===== config.mk =====
export PLATFORM = sky130hd
export DESIGN_NAME = satalu
export DESIGN_NICKNAME = d
export VERILOG_FILES = /design/src/rtl/satalu_pkg.sv /design/src/rtl/satalu_ctrl.sv /design/src/rtl/satalu_dp.sv /design/src/rtl/satalu.sv
export SDC_FILE = /design/constraint.sdc
export NUM_CORES = 1
export LEC_CHECK = 0
export ABC_AREA = 1
export BUFFER_PORTS_ARGS = -buffer_cell sky130_fd_sc_hd__buf_2
export CAP_MARGIN = 20
export CORE_MARGIN = 5
export CORE_UTILIZATION = 61
export CTS_CLUSTER_SIZE = 25
export DETAILED_ROUTE_END_ITERATION = 16
export PLACE_DENSITY = 0.95
export SLEW_MARGIN = 20
export SYNTH_ARGS = -nofsm -noshare
export SYNTH_HDL_FRONTEND = slang
export SYNTH_SLANG_ARGS = --single-unit

===== constraint.sdc =====
create_clock -name clk -period 1.8 [get_ports clk]
set_clock_uncertainty 0.2 [all_clocks]
set_input_delay 0.36 -clock clk [delete_from_list [all_inputs] [get_ports clk]]
set_output_delay 0.36 -clock clk [all_outputs]
set_load 0.1 [all_outputs]

===== src/rtl/satalu_pkg.sv =====
package satalu_pkg;

  typedef enum logic [1:0] {
    OP_ADD  = 2'b00,
    OP_SUB  = 2'b01,
    OP_DADD = 2'b10,
    OP_DSUB = 2'b11
  } opCode_t;

  // strobes from control to datapath
  typedef struct packed {
    logic capture;   // register a new result this cycle
    logic subtract;  // second step subtracts instead of adds
    logic doubleB;   // second operand goes through the doubling stage
  } strobe_t;

endpackage


===== src/rtl/satalu_ctrl.sv =====
module satalu_ctrl
  import satalu_pkg::*;
(
  input  logic    clk,
  input  logic    rstN,
  input  logic    inValid,
  input  logic [1:0] opSel,
  input  logic    flagClear,
  input  logic    satHit,
  output strobe_t stb,
  output logic    satFlag
);

  opCode_t op;

  always_comb begin
    op          = opCode_t'(opSel);
    stb.capture = inValid;
    stb.subtract = (op == OP_SUB) || (op == OP_DSUB);
    stb.doubleB  = (op == OP_DADD) || (op == OP_DSUB);
  end

  // a set from arithmetic outranks a clear request in the same cycle
  logic flagNext;
  always_comb begin
    flagNext = flagClear ? 1'b0 : satFlag;
    if (inValid && satHit) flagNext = 1'b1;
  end

  always_ff @(posedge clk or negedge rstN) begin
    if (!rstN) satFlag <= 1'b0;
    else       satFlag <= flagNext;
  end

endmodule


===== src/rtl/satalu_dp.sv =====
module satalu_dp
  import satalu_pkg::*;
#(
  parameter int W = 32
) (
  input  logic         clk,
  input  logic         rstN,
  input  strobe_t      stb,
  input  logic [W-1:0] opA,
  input  logic [W-1:0] opB,
  output logic         satHit,
  output logic [W-1:0] result,
  output logic         satPulse
);

  localparam logic [W-1:0] MAXV = {1'b0, {(W-1){1'b1}}};
  localparam logic [W-1:0] MINV = {1'b1, {(W-1){1'b0}}};

  logic         dblOvf;
  logic [W-1:0] bDbl;
  logic [W-1:0] bSel;
  logic [W:0]   aWide;
  logic [W:0]   bWide;
  logic [W:0]   sumWide;
  logic         sumOvf;
  logic [W-1:0] sumSat;

  always_comb begin
    // doubling overflows when the top two bits disagree
    dblOvf  = stb.doubleB && (opB[W-1] != opB[W-2]);
    bDbl    = (opB[W-1] != opB[W-2]) ? (opB[W-1] ? MINV : MAXV)
                                     : {opB[W-2:0], 1'b0};
    bSel    = stb.doubleB ? bDbl : opB;
    aWide   = {opA[W-1], opA};
    bWide   = {bSel[W-1], bSel};
    sumWide = stb.subtract ? (aWide - bWide) : (aWide + bWide);
    // guard bit disagreeing with the sign bit means out of range
    sumOvf  = sumWide[W] != sumWide[W-1];
    sumSat  = sumOvf ? (sumWide[W] ? MINV : MAXV) : sumWide[W-1:0];
    satHit  = dblOvf || sumOvf;
  end

  always_ff @(posedge clk or negedge rstN) begin
    if (!rstN) begin
      result   <= '0;
      satPulse <= 1'b0;
    end else begin
      satPulse <= stb.capture && satHit;
      if (stb.capture) result <= sumSat;
    end
  end

endmodule


===== src/rtl/satalu.sv =====
module satalu
  import satalu_pkg::*;
#(
  parameter int W = 32
) (
  input  logic         clk,
  input  logic         rstN,
  input  logic         inValid,
  input  logic [1:0]   opSel,
  input  logic [W-1:0] opA,
  input  logic [W-1:0] opB,
  input  logic         flagClear,
  output logic [W-1:0] result,
  output logic         satPulse,
  output logic         satFlag
);

  strobe_t stb;
  logic    satHit;

  satalu_ctrl u_ctrl (
    .clk(clk), .rstN(rstN), .inValid(inValid), .opSel(opSel),
    .flagClear(flagClear), .satHit(satHit), .stb(stb), .satFlag(satFlag)
  );

  satalu_dp #(.W(W)) u_dp (
    .clk(clk), .rstN(rstN), .stb(stb), .opA(opA), .opB(opB),
    .satHit(satHit), .result(result), .satPulse(satPulse)
  );

endmodule


==> results.md, run 1 <==
- Status: stopped before the end
- Fail Step: global routing
- Tool error: [ERROR DPL-0038] Utilization greater than 100%, impossible to legalize
- Detailed placement HPWL: 14500 microns
- Syn_area_per_cell: 6.14 sq um
- Die Wd: 97.5 microns
- Synth top area cells: nand2_1, dfrtp_1, ha_1
- Synth top cells by count: nand2_1, nor2_1, inv_1
- Synth Warn #: 0
- I/O Pins: 104
- CTS buffer count: 5
- Asr flop ratio synth: 1.00
- Post-Synthesis Cells: 760
- Std-Cell Rows: 32
- GRT repair_timing worst endpoint: u_dp.result[29]$_DFFE_PN0P_/D
- CTS Buffer Depth: 2
- GPL Wtd Cong: 1.01
- Sink count of the clock tree: 34
- Syn_nets: 867
- Share of the synthesized area in the top cell type: 0.215
- Register area share after synthesis: 0.182
- Root Buffer: clkbuf_8
- Mapped Area: 0.00467 sq mm
- Dominant cell type by area after synthesis: nand2_1
- Largest net degree at the start of global routing: 38
- Die Height: 97.5 microns
- Placed cell count: 1131
- Most frequent cell after synthesis: nand2_1
- Worst-path end type: register data pin
- Initial core utilization: 0.614
- Most used DFF post-synth: dfrtp_1
- H-tree Lvls: 2
- Yosys reg bits: 34
- Post-synth EDFFs: 0
- Buffers on Ports: 103
- Yosys cell types: 40
per-stage QoR:
step	setup slack (ns)	cell area [sq um]
after floorplan	-2.38	4780
after global placement	-2.74	6700
after CTS	-2.36	7320
after detailed placement	-3.11	6700
cell families after synthesis:
group,after synthesis,share of synthesized area
xor gates and xnor gates,58,0.109
DFF,34,0.182
and+or+nand+nor,437,0.399
buffers and inverters,80,0.0753
adders and majority gates,37,0.101
AOI/OAI and AO/OA,114,0.133
what timing repair did:
item / 4_1_cts
hold endpoints to repair: 34
pin swaps: 29
setup endpoints to repair: 34
buffers inserted: 22
cloned: 4
resized for setup: 83
hold buffers: 1
==> run 2: changes to the inputs <==
Settings changed: CORE_UTILIZATION 61 to 40, CTS_CLUSTER_SIZE 25 to unset, PLACE_DENSITY 0.95 to unset, PLACE_DENSITY_LB_ADDON set to 0.15.
==> results.md, run 2 <==
- Status: finished with violations (was stopped before the end)
- Failing checks: setup timing
- # diodes: 0
- Largest regs: u_dp.result (32), u_ctrl.satFlag (1), u_dp.satPulse (1)
- Most used DFF post-synth: dfrtp_1 (unchanged)
- Largest delay share family, worst path: simple AND/OR/NAND/NOR gates
- Worst reg2reg endpoint: u_dp.result[27]$_DFFE_PN0P_
- CP peak stage delay: 0.40 ns
- Std-Cell Rows: 39 (was 32)
- Kind of critical path: input port to flip-flop
- CP dominant cell by count: nor2_4
- Grt total ovfl: 0
- Buffers on Ports: 103 (unchanged)
- Commonest non-fill, non-tap cells in the layout: nand2_1, buf_4, buf_2, nor2_1, inv_1
- Synth top area cells: nand2_1, dfrtp_1, ha_1 (unchanged)
- Root Buffer: clkbuf_16 (was clkbuf_8)
- Yosys reg bits: 34 (unchanged)
- Final setup vio count: 34
- CTS tree: yes
- First-pass GRT wire length: 26300 microns
- Slowest cell on the critical path: ha_2
- Hold path startpoint: flagClear
- Register area share after synthesis: 0.182 (unchanged)
- Die ar.: 0.0139 sq mm
- Cells on worst reg2reg path: 2
- GPL Wtd Cong: 0.922 (was 1.01)
- Arrival @ worst endpoint: 4.20 ns
- Core area: 0.0114 sq mm
- Yosys cell types: 40 (unchanged)
- Hold Path Depth: 4
- Fin util: 0.684
- Post-Synthesis Cells: 760 (unchanged)
- Met2 Use GR: 0.382
- Antenna violations before repair: 0
- Die Height: 118 microns (was 97.5 microns)
- Synth Warn #: 0 (unchanged)
- Worst Setup Start Kind: input port
- Crit Path Max Fanout: 6
- Area growth from synthesis to layout: 67.4%
- Largest net degree at the start of global routing: 35
- Layout net count: 1187
- Post-synth EDFFs: 0 (unchanged)
- M3 GR Usage: 0.0259
- Routed via count: 5933
- Reg2reg setup slack: 0.86 ns
- Max reg flops: 32
- Largest register by flop count: u_dp.result
- Hold Path Class: input port to flip-flop
- Relative slew margins: 0.498
- First drt pass iteration count: 4
- Clk slew on worst S/H paths: 0.05 ns
- DRT Wirelength: 16500 microns
- CTS buffer count: 5 (unchanged)
- Finished Layout Cells: 1224
- Worst-Margin Slew: 0.753 ns
- Most frequent cell after synthesis: nand2_1 (unchanged)
- GR Layer Usage met1: 0.287
- Leak: 4.12 nW
- Setup ws final: -2.39 ns
- Mapped Area: 0.00467 sq mm (unchanged)
- Asr flop ratio synth: 1.00 (unchanged)
- Die Wd: 118 microns (was 97.5 microns)
- Sink count of the clock tree: 34 (unchanged)
- Multi-input logic area: 0.00406 sq mm
- Final number of hold-violating endpoints: 0
- Wire length per cell: 13.5 microns
- Syn_nets: 867 (unchanged)
- Syn_area_per_cell: 6.14 sq um (unchanged)
- DRC errors left: 0
- Detail Route Antenna Nets: 0
- Crit. End Element: flip-flop
- Dominant cell type by area after synthesis: nand2_1 (unchanged)
- RSZ-0062 raised after global routing: true
- Reg2reg start: u_dp.result[27]$_DFFE_PN0P_
- Share of the synthesized area in the top cell type: 0.215 (unchanged)
- DRT iter0 DRCs: 201
- Max VDD drop: 1.55 mV
- Post-place setup slack: -2.99 ns (was -3.11 ns)
- Drt via density: 4.85
- Minimum clock period: 4.19 ns
- Fillers: 1012
- Final Slew Violations: 0
- Commonest non-fill, non-tap cell in the layout: nand2_1
- Setup TNS Final: -79.69 ns
- Worst EP required: 1.82 ns
- Power Density: 1060 mW/mm^2
- Period Utilization, post-route: 2.33
- GRT busiest layer: met2
- Worst hold margin: 0.122 ns
- GRT Overall Usage: 0.220
- Detailed placement HPWL: 13000 microns (was 14500 microns)
- CTS Buffer Depth: 2 (unchanged)
- Min-Delay Endpoint: u_ctrl.satFlag$_DFFE_PN0P_
- Max Cap Viol: 0
- Worst-Skew Late Latency: 0.28 ns
- Max Fclk: 239 MHz
- Initial core utilization: 0.409 (was 0.614)
- Synth top cells by count: nand2_1, nor2_1, inv_1 (unchanged)
- I/O Pins: 104 (unchanged)
- Register area: 851 sq um
- Placed cell count: 1174 (was 1131)
- Vias in the first global route: 5793
- Share of cells above drive strength 1: 0.451
- CP bufs+invs: 4
- H-tree Lvls: 2 (unchanged)
[run 2: cell counts after synthesis]
Identical to the previous run, type by type.
[run 2: through the flow]
| stage | total power [mW] | cell area (sq um) |
|---|---|---|
| global route | 8.79 | 7810 |
| CTS | 7.85 | 7310 |
| detailed placement | 6.77 | 6780 |
| floorplan | 4.99 | 4780 |
| finish | 8.28 | 7810 |
| global placement | 6.70 | 6780 |
[run 2: worst max path at each step]
| stage | from | to | slack, ns | depth (start not counted) |
|---|---|---|---|---|
| finish | opB[30] | u_dp.result[0]$_DFFE_PN0P_ | -2.39 | 29 |
| detailed placement | opB[30] | u_dp.result[27]$_DFFE_PN0P_ | -2.99 | 28 |
| floorplan | opB[30] | u_dp.result[14]$_DFFE_PN0P_ | -2.38 | 30 |
| global placement | opB[30] | u_dp.result[14]$_DFFE_PN0P_ | -2.89 | 28 |
| CTS | opB[30] | u_dp.result[4]$_DFFE_PN0P_ | -2.38 | 30 |
| global route | opB[30] | u_dp.result[0]$_DFFE_PN0P_ | -2.60 | 29 |
[run 2: logic make-up (layout without fill, tap and decap cells)]
kind of cell    after synthesis  after routing  share of synthesized area
compound gates              114            114                      0.133
xor+xnor                     58             58                      0.109
fa+ha+maj                    37             37                      0.101
buf+inv                      80            398                     0.0753
flops                        34             34                      0.182
simple gates                437            440                      0.399
[run 2: per-layer routing]
layer	share of wire	routed length, microns	up-vias
li1	-	-	3105
met1	0.44	7250	2683
met2	0.50	8280	124
met3	0.041	670	21
met4	0.017	280	0
met5	0	0	-
[run 2: power by group]
group	total [mW]	switching [mW]	internal (mW)
registers	1.19	0.156	1.03
clock network	0.849	0.301	0.547
logic	6.25	4.17	2.07
total	8.28	4.63	3.65
[run 2: layout make-up]
cell class,count,area share
Timing Repair inverter,3,0.00496
Clock inverter,1,0.000641
Clock buffer,7,0.0183
Timing Repair Buffer,327,0.293
Tap cell,143,0.0229
Inverter,60,0.0324
Sequential cell,34,0.109
Multi-Input combinational cell,649,0.519
[run 2: what timing repair did]
item / in CTS / in global routing
cloned: 2 / 4
hold buffers: 1 / 0
pin swaps: 43 / 51
setup buffers: 21 / 14
gates resized for setup: 50 / 108
endpoints found under the setup margin: 34 / 34
endpoints found under the hold margin: 34 / 0
[run 2: worst register-to-register path, cell delays in order, from the launching register on]
cell and delay (ns):
dfrtp_1 0.36, o21ai_0 0.19, nand2_1 0.07
Power figures use the tool's default switching activity.
==> run 3: changes to the inputs <==
Settings changed: CTS_BUF_LIST set to sky130_fd_sc_hd__clkbuf_8 sky130_fd_sc_hd__clkbuf_16, PLACE_DENSITY set to 0.67, PLACE_DENSITY_LB_ADDON 0.15 to unset.
==> results.md, run 3 (synthesized netlist as in run 2, its figures left out) <==
- Routed via count: 5795 (was 5933)
- CP dominant cell by count: nor2_4 (unchanged)
- Max Fclk: 236 MHz (was 239 MHz)
- Met2 Use GR: 0.352 (was 0.382)
- Largest regs: u_dp.result (32), u_ctrl.satFlag (1), u_dp.satPulse (1) (unchanged)
- Crit Path Max Fanout: 7 (was 6)
- H-tree Lvls: 2 (unchanged)
- Failing checks: setup timing (unchanged)
- Die Height: 118 microns (unchanged)
- Detail Route Antenna Nets: 0 (unchanged)
- Relative slew margins: 0.671 (was 0.498)
- Largest net degree at the start of global routing: 35 (unchanged)
- Grt total ovfl: 0 (unchanged)
- CTS buffer count: 5 (unchanged)
- Final number of hold-violating endpoints: 0 (unchanged)
- Combinational power share: 0.749 (was 0.754)
- GR Layer Usage met1: 0.283 (was 0.287)
- Hold Path Class: input port to flip-flop (unchanged)
- Detailed placement HPWL: 12400 microns (was 13000 microns)
- Drt via density: 4.77 (was 4.85)
- Cells on worst reg2reg path: 2 (unchanged)
- Largest register by flop count: u_dp.result (unchanged)
- Final setup vio count: 34 (unchanged)
- Leak: 4.04 nW (was 4.12 nW)
- Max reg flops: 32 (unchanged)
- Die Wd: 118 microns (unchanged)
- Min-Delay Endpoint: u_ctrl.satFlag$_DFFE_PN0P_ (unchanged)
- Power share of the clock group: 0.104 (was 0.102)
- Worst Setup Start Kind: input port (unchanged)
- Max Cap Viol: 0 (unchanged)
- Kind of critical path: input port to flip-flop (unchanged)
- Std-Cell Rows: 39 (unchanged)
- Worst reg2reg endpoint: u_dp.result[18]$_DFFE_PN0P_ (was u_dp.result[27]$_DFFE_PN0P_)
- P_int: 3.57 mW (was 3.65 mW)
- Commonest non-fill, non-tap cells in the layout: nand2_1, buf_4, buf_2, nor2_1, inv_1 (unchanged)
- Clk slew on worst S/H paths: 0.05 ns (about the same)
- Slowest cell on the critical path: ha_1 (was ha_2)
- Area growth from synthesis to layout: 63.0% (was 67.4%)
- First-pass GRT wire length: 24800 microns (was 26300 microns)
- Buffers on Ports: 103 (unchanged)
- Design Area, Final: 0.00761 sq mm (was 0.00781 sq mm)
- First drt pass iteration count: 5 (was 4)
- Hold path startpoint: flagClear (unchanged)
- Vias in the first global route: 5399 (was 5793)
- DRT Wirelength: 15500 microns (was 16500 microns)
- Power Density: 1060 mW/mm^2 (about the same)
- CTS tree: yes (unchanged)
- Core area: 0.0114 sq mm (unchanged)
- Root Buffer: clkbuf_16 (unchanged)
- GPL Wtd Cong: 0.950 (was 0.922)
- Die ar.: 0.0139 sq mm (unchanged)
- Switching power: 4.49 mW (was 4.63 mW)
- Wire length per cell: 12.8 microns (was 13.5 microns)
- Status: finished with violations (unchanged)
- Period Utilization, post-route: 2.35 (was 2.33)
- Reg2reg setup slack: 0.88 ns (was 0.86 ns)
- Crit. End Element: flip-flop (unchanged)
- I/O Pins: 104 (unchanged)
- GRT busiest layer: met2 (unchanged)
- M3 GR Usage: 0.0202 (was 0.0259)
- Placed inst area: 0.00683 sq mm (was 0.00678 sq mm)
- Worst-Skew Late Latency: 0.27 ns (was 0.28 ns)
- Layout net count: 1177 (was 1187)
- Final Slew Violations: 0 (unchanged)
- # diodes: 0 (unchanged)
- Initial core utilization: 0.409 (unchanged)
- Antenna violations before repair: 0 (unchanged)
- Pwr Total: 8.06 mW (was 8.28 mW)
- CTS Buffer Depth: 2 (unchanged)
- Worst EP required: 1.77 ns (was 1.82 ns)
- Switching Fraction: 0.557 (was 0.559)
- DRT iter0 DRCs: 226 (was 201)
- Sequential power share: 0.147 (was 0.144)
- Hold Path Depth: 4 (unchanged)
- Commonest non-fill, non-tap cell in the layout: nand2_1 (unchanged)
- Reg2reg start: u_dp.result[18]$_DFFE_PN0P_ (was u_dp.result[27]$_DFFE_PN0P_)
- RSZ-0062 raised after global routing: true (unchanged)
- Sink count of the clock tree: 34 (unchanged)
- Share of cells above drive strength 1: 0.418 (was 0.451)
- Arrival @ worst endpoint: 4.20 ns (about the same)
- Max VDD drop: 1.49 mV (was 1.55 mV)
- CP peak stage delay: 0.36 ns (was 0.40 ns)
- Minimum clock period: 4.24 ns (was 4.19 ns)
- Setup ws final: -2.44 ns (was -2.39 ns)
- GRT Overall Usage: 0.208 (was 0.220)
- Worst-Margin Slew: 0.489 ns (was 0.753 ns)
- DRC errors left: 0 (unchanged)
==> run 3: layer usage <==
metal  vias to the layer above  part of all wire
met1                      2552              0.46
met2                       137              0.48
met5                         -                 0
met4                         0             0.018
li1                       3084                 -
met3                        22             0.043
==> run 3: layout make-up <==
class | count | area [sq um]
well taps | 143 | 179
multi-input cells | 649 | 3940
inverters | 60 | 250
flip-flops and latches | 34 | 851
clock buffers | 6 | 139
fillers | 1058 | 3810
repair buffers | 318 | 2210
clock inverters | 2 | 8.76
repair inverters | 2 | 27.5
==> run 3: worst max-delay path, delay by kind of cell <==
family                   cells  cell delay [ns]
XOR/XNOR                     1             0.16
AND/OR/NAND/NOR             18             2.09
buffers and inverters        3             0.27
AO/OA/AOI/OAI                5             0.63
adder cells (fa/ha/maj)      2             0.67
==> run 3: worst max path at each step <==
stage	startpoint	end	depth (start not counted)
5_1_grt	opB[30]	u_dp.result[17]$_DFFE_PN0P_	25
2_1_floorplan	opB[30]	u_dp.result[14]$_DFFE_PN0P_	30
3_3_place_gp	opB[30]	u_dp.result[27]$_DFFE_PN0P_	26
3_5_place_dp	opB[30]	u_dp.result[30]$_DFFE_PN0P_	26
4_1_cts	opB[30]	u_dp.result[19]$_DFFE_PN0P_	29
6_report	opB[30]	u_dp.result[17]$_DFFE_PN0P_	29
==> run 3: what timing repair did <==
action                                 CTS  global route
endpoints found under the hold margin   34             0
cloned                                   3             2
hold buffers                             1             0
setup endpoints to repair               34            34
resized for setup                       46            63
setup buffers                            8            14
pin swaps                               24            47
==> run 3: power by group through the flow <==
stage | logic [mW] | registers (mW) | clock network [mW]
after CTS | 5.76 | 1.17 | 0.844
after global routing | 6.47 | 1.22 | 0.872
after global placement | 5.53 | 1.18 | 0
final | 6.04 | 1.19 | 0.838
after detailed placement | 5.57 | 1.18 | 0
after floorplan | 1.85 | 3.14 | 0
==> run 3: through the flow <==
step	TNS, ns	instances	util	hold slack (ns)	setup slack [ns]
4_1_cts	-75.69	1198	0.633	0.114	-2.25
6_report	-81.57	1214	0.666	0.112	-2.44
3_3_place_gp	-94.32	1178	0.598	0.204	-2.80
3_5_place_dp	-95.30	1178	0.598	0.202	-2.85
5_1_grt	-88.00	1214	0.666	0.166	-2.65
2_1_floorplan	-78.59	760	-	-0.136	-2.38
==> run 4: changes to the inputs <==
Settings changed: CORE_UTILIZATION 40 to 36, PLACE_DENSITY 0.67 to 0.62.
==> results.md, run 4 (synthesized netlist as in run 2, its figures left out) <==
- Status: finished with violations (unchanged)
- Failing checks: setup timing (unchanged)
- Power Density: 1060 mW/mm^2 (about the same)
- Slowest cell on the critical path: ha_4 (was ha_1)
- # diodes: 0 (unchanged)
- DRT iter0 DRCs: 211 (was 226)
- Share of cells above drive strength 1: 0.402 (was 0.418)
- CP peak stage delay: 0.31 ns (was 0.36 ns)
- Arrival @ worst endpoint: 4.03 ns (was 4.20 ns)
- Largest register by flop count: u_dp.result (unchanged)
- Fillers: 1246 (was 1058)
- Final setup vio count: 34 (unchanged)
- Leak: 3.98 nW (was 4.04 nW)
- First-pass GRT wire length: 25300 microns (was 24800 microns)
- Minimum clock period: 4.06 ns (was 4.24 ns)
- Sequential power share: 0.146 (was 0.147)
- Worst-Skew Late Latency: 0.28 ns (was 0.27 ns)
- Vias in the first global route: 5543 (was 5399)
- Root Buffer: clkbuf_16 (unchanged)
- Setup ws final: -2.26 ns (was -2.44 ns)
- Max Fclk: 246 MHz (was 236 MHz)
- Crit Path Max Fanout: 13 (was 7)
- Commonest non-fill, non-tap cell in the layout: nand2_1 (unchanged)
- Grt total ovfl: 0 (unchanged)
- Placed inst area: 0.00682 sq mm (was 0.00683 sq mm)
- Clk slew on worst S/H paths: 0.05 ns (about the same)
- Worst hold margin: 0.109 ns (was 0.112 ns)
- RSZ-0062 raised after global routing: true (unchanged)
- GRT Overall Usage: 0.202 (was 0.208)
- Hold Path Class: input port to flip-flop (unchanged)
- Detail Route Antenna Nets: 0 (unchanged)
- Die ar.: 0.0153 sq mm (was 0.0139 sq mm)
- Wire length per cell: 12.5 microns (was 12.8 microns)
- Power share of the clock group: 0.106 (was 0.104)
- Antenna violations before repair: 0 (unchanged)
- Switching power: 4.43 mW (was 4.49 mW)
- Commonest non-fill, non-tap cells in the layout: nand2_1, buf_4, buf_2, nor2_1, inv_1 (unchanged)
- Die Height: 124 microns (was 118 microns)
- Final Slew Violations: 0 (unchanged)
- CTS buffer count: 5 (unchanged)
- Max Cap Viol: 0 (unchanged)
- Max VDD drop: 0.481 mV (was 1.49 mV)
- DRT Wirelength: 15400 microns (was 15500 microns)
- CTS tree: yes (unchanged)
- Switching Fraction: 0.557 (about the same)
- Worst-Margin Slew: 0.508 ns (was 0.489 ns)
- Largest net degree at the start of global routing: 36 (was 35)
- Layout net count: 1167 (was 1177)
- P_int: 3.53 mW (was 3.57 mW)
- Routed via count: 5660 (was 5795)
- CTS Buffer Depth: 2 (unchanged)
- GPL Wtd Cong: 0.970 (was 0.950)
- Std-Cell Rows: 41 (was 39)
- Kind of critical path: input port to flip-flop (unchanged)
- Core area: 0.0127 sq mm (was 0.0114 sq mm)
- Design Area, Final: 0.00752 sq mm (was 0.00761 sq mm)
- Worst Setup Start Kind: input port (unchanged)
- Relative slew margins: 0.662 (was 0.671)
- Combinational power share: 0.748 (was 0.749)
- Drt via density: 4.59 (was 4.77)
- Post-place setup slack: -2.94 ns (was -2.85 ns)
- First drt pass iteration count: 5 (unchanged)
- Die Wd: 124 microns (was 118 microns)
- Buffers on Ports: 103 (unchanged)
- I/O Pins: 104 (unchanged)
- Largest regs: u_dp.result (32), u_ctrl.satFlag (1), u_dp.satPulse (1) (unchanged)
- Crit. End Element: flip-flop (unchanged)
- Initial core utilization: 0.368 (was 0.409)
- Max reg flops: 32 (unchanged)
- Final number of hold-violating endpoints: 0 (unchanged)
- Area growth from synthesis to layout: 61.1% (was 63.0%)
- Period Utilization, post-route: 2.26 (was 2.35)
- CP dominant cell by count: buf_4 (was nor2_4)
- H-tree Lvls: 2 (unchanged)
- Detailed placement HPWL: 12500 microns (was 12400 microns)
- Sink count of the clock tree: 34 (unchanged)
- DRC errors left: 0 (unchanged)
- Worst EP required: 1.76 ns (was 1.77 ns)
==> run 4: cell count changes in the layout (fill, tap and decap cells not counted), sizes merged <==
cell    delta
nand2      -2
clkinv     -1
inv        +2
buf        -9
==> run 4: area by class of cell <==
cell class / count / area [sq um] / share of cell area
tap: 172 / 215 / 0.0286
sequential: 34 / 851 / 0.113
clock inverter: 2 / 8.76 / 0.00116
inverter: 60 / 245 / 0.0326
multi-input combinational: 647 / 3880 / 0.516
timing repair buffer: 309 / 2150 / 0.285
timing repair inverter: 3 / 31.3 / 0.00416
clock buffer: 6 / 139 / 0.0185
==> run 4: metal layers <==
layer  part of all wire  track usage  up-vias
li1                   -            -     3057
met1               0.46        0.269     2458
met2               0.47        0.353      131
met3              0.051       0.0213       14
met4              0.013       0.0450        0
met5                  0            0        -
==> run 4: final timing paths <==
kind,start,to,slack [ns],cells past startpoint
setup / recovery,opB[31],u_dp.result[27]$_DFFE_PN0P_,-2.26,28
hold / removal,flagClear,u_ctrl.satFlag$_DFFE_PN0P_,0.11,4
setup reg to reg,u_dp.result[27]$_DFFE_PN0P_,u_dp.result[27]$_DFFE_PN0P_,0.86,2
hold reg to reg,u_ctrl.satFlag$_DFFE_PN0P_,u_ctrl.satFlag$_DFFE_PN0P_,0.27,2
max in group asynchronous,rstN,u_dp.result[27]$_DFFE_PN0P_,0.66,3
min in group asynchronous,rstN,u_dp.result[4]$_DFFE_PN0P_,0.44,3
==> run 4: stage by stage <==
| stage | utilization | setup TNS [ns] | total power [mW] | cells |
|---|---|---|---|---|
| 2_1_floorplan | - | -78.59 | 4.99 | 760 |
| 3_3_place_gp | 0.538 | -96.67 | 6.73 | 1203 |
| 3_5_place_dp | 0.538 | -98.64 | 6.76 | 1203 |
| 4_1_cts | 0.588 | -74.95 | 7.92 | 1232 |
| 5_1_grt | 0.594 | -84.93 | 8.48 | 1233 |
| 6_report | 0.594 | -75.95 | 7.96 | 1233 |
==> run 4: critical path: cells and delay by family <==
kind	cells	cell delay [ns]
xor+xnor	1	0.17
simple gates	13	1.33
buf+inv	8	0.93
fa+ha+maj	2	0.59
compound gates	4	0.64
==> run 4: what timing repair did <==
item / 4_1_cts / 5_1_grt
gates cloned: 4 / 0
hold buffers: 1 / 0
hold endpoints to repair: 34 / 0
gates resized for setup: 72 / 18
setup buffers: 16 / 1
endpoints found under the setup margin: 34 / 34
pin swaps: 40 / 7
==> run 4: power by group through the flow <==
stage / logic [mW] / clock network (mW) / registers (mW)
floorplan: 1.85 / 0 / 3.14
global placement: 5.55 / 0 / 1.18
detailed placement: 5.59 / 0 / 1.18
CTS: 5.90 / 0.857 / 1.16
global route: 6.40 / 0.885 / 1.20
finish: 5.96 / 0.843 / 1.16
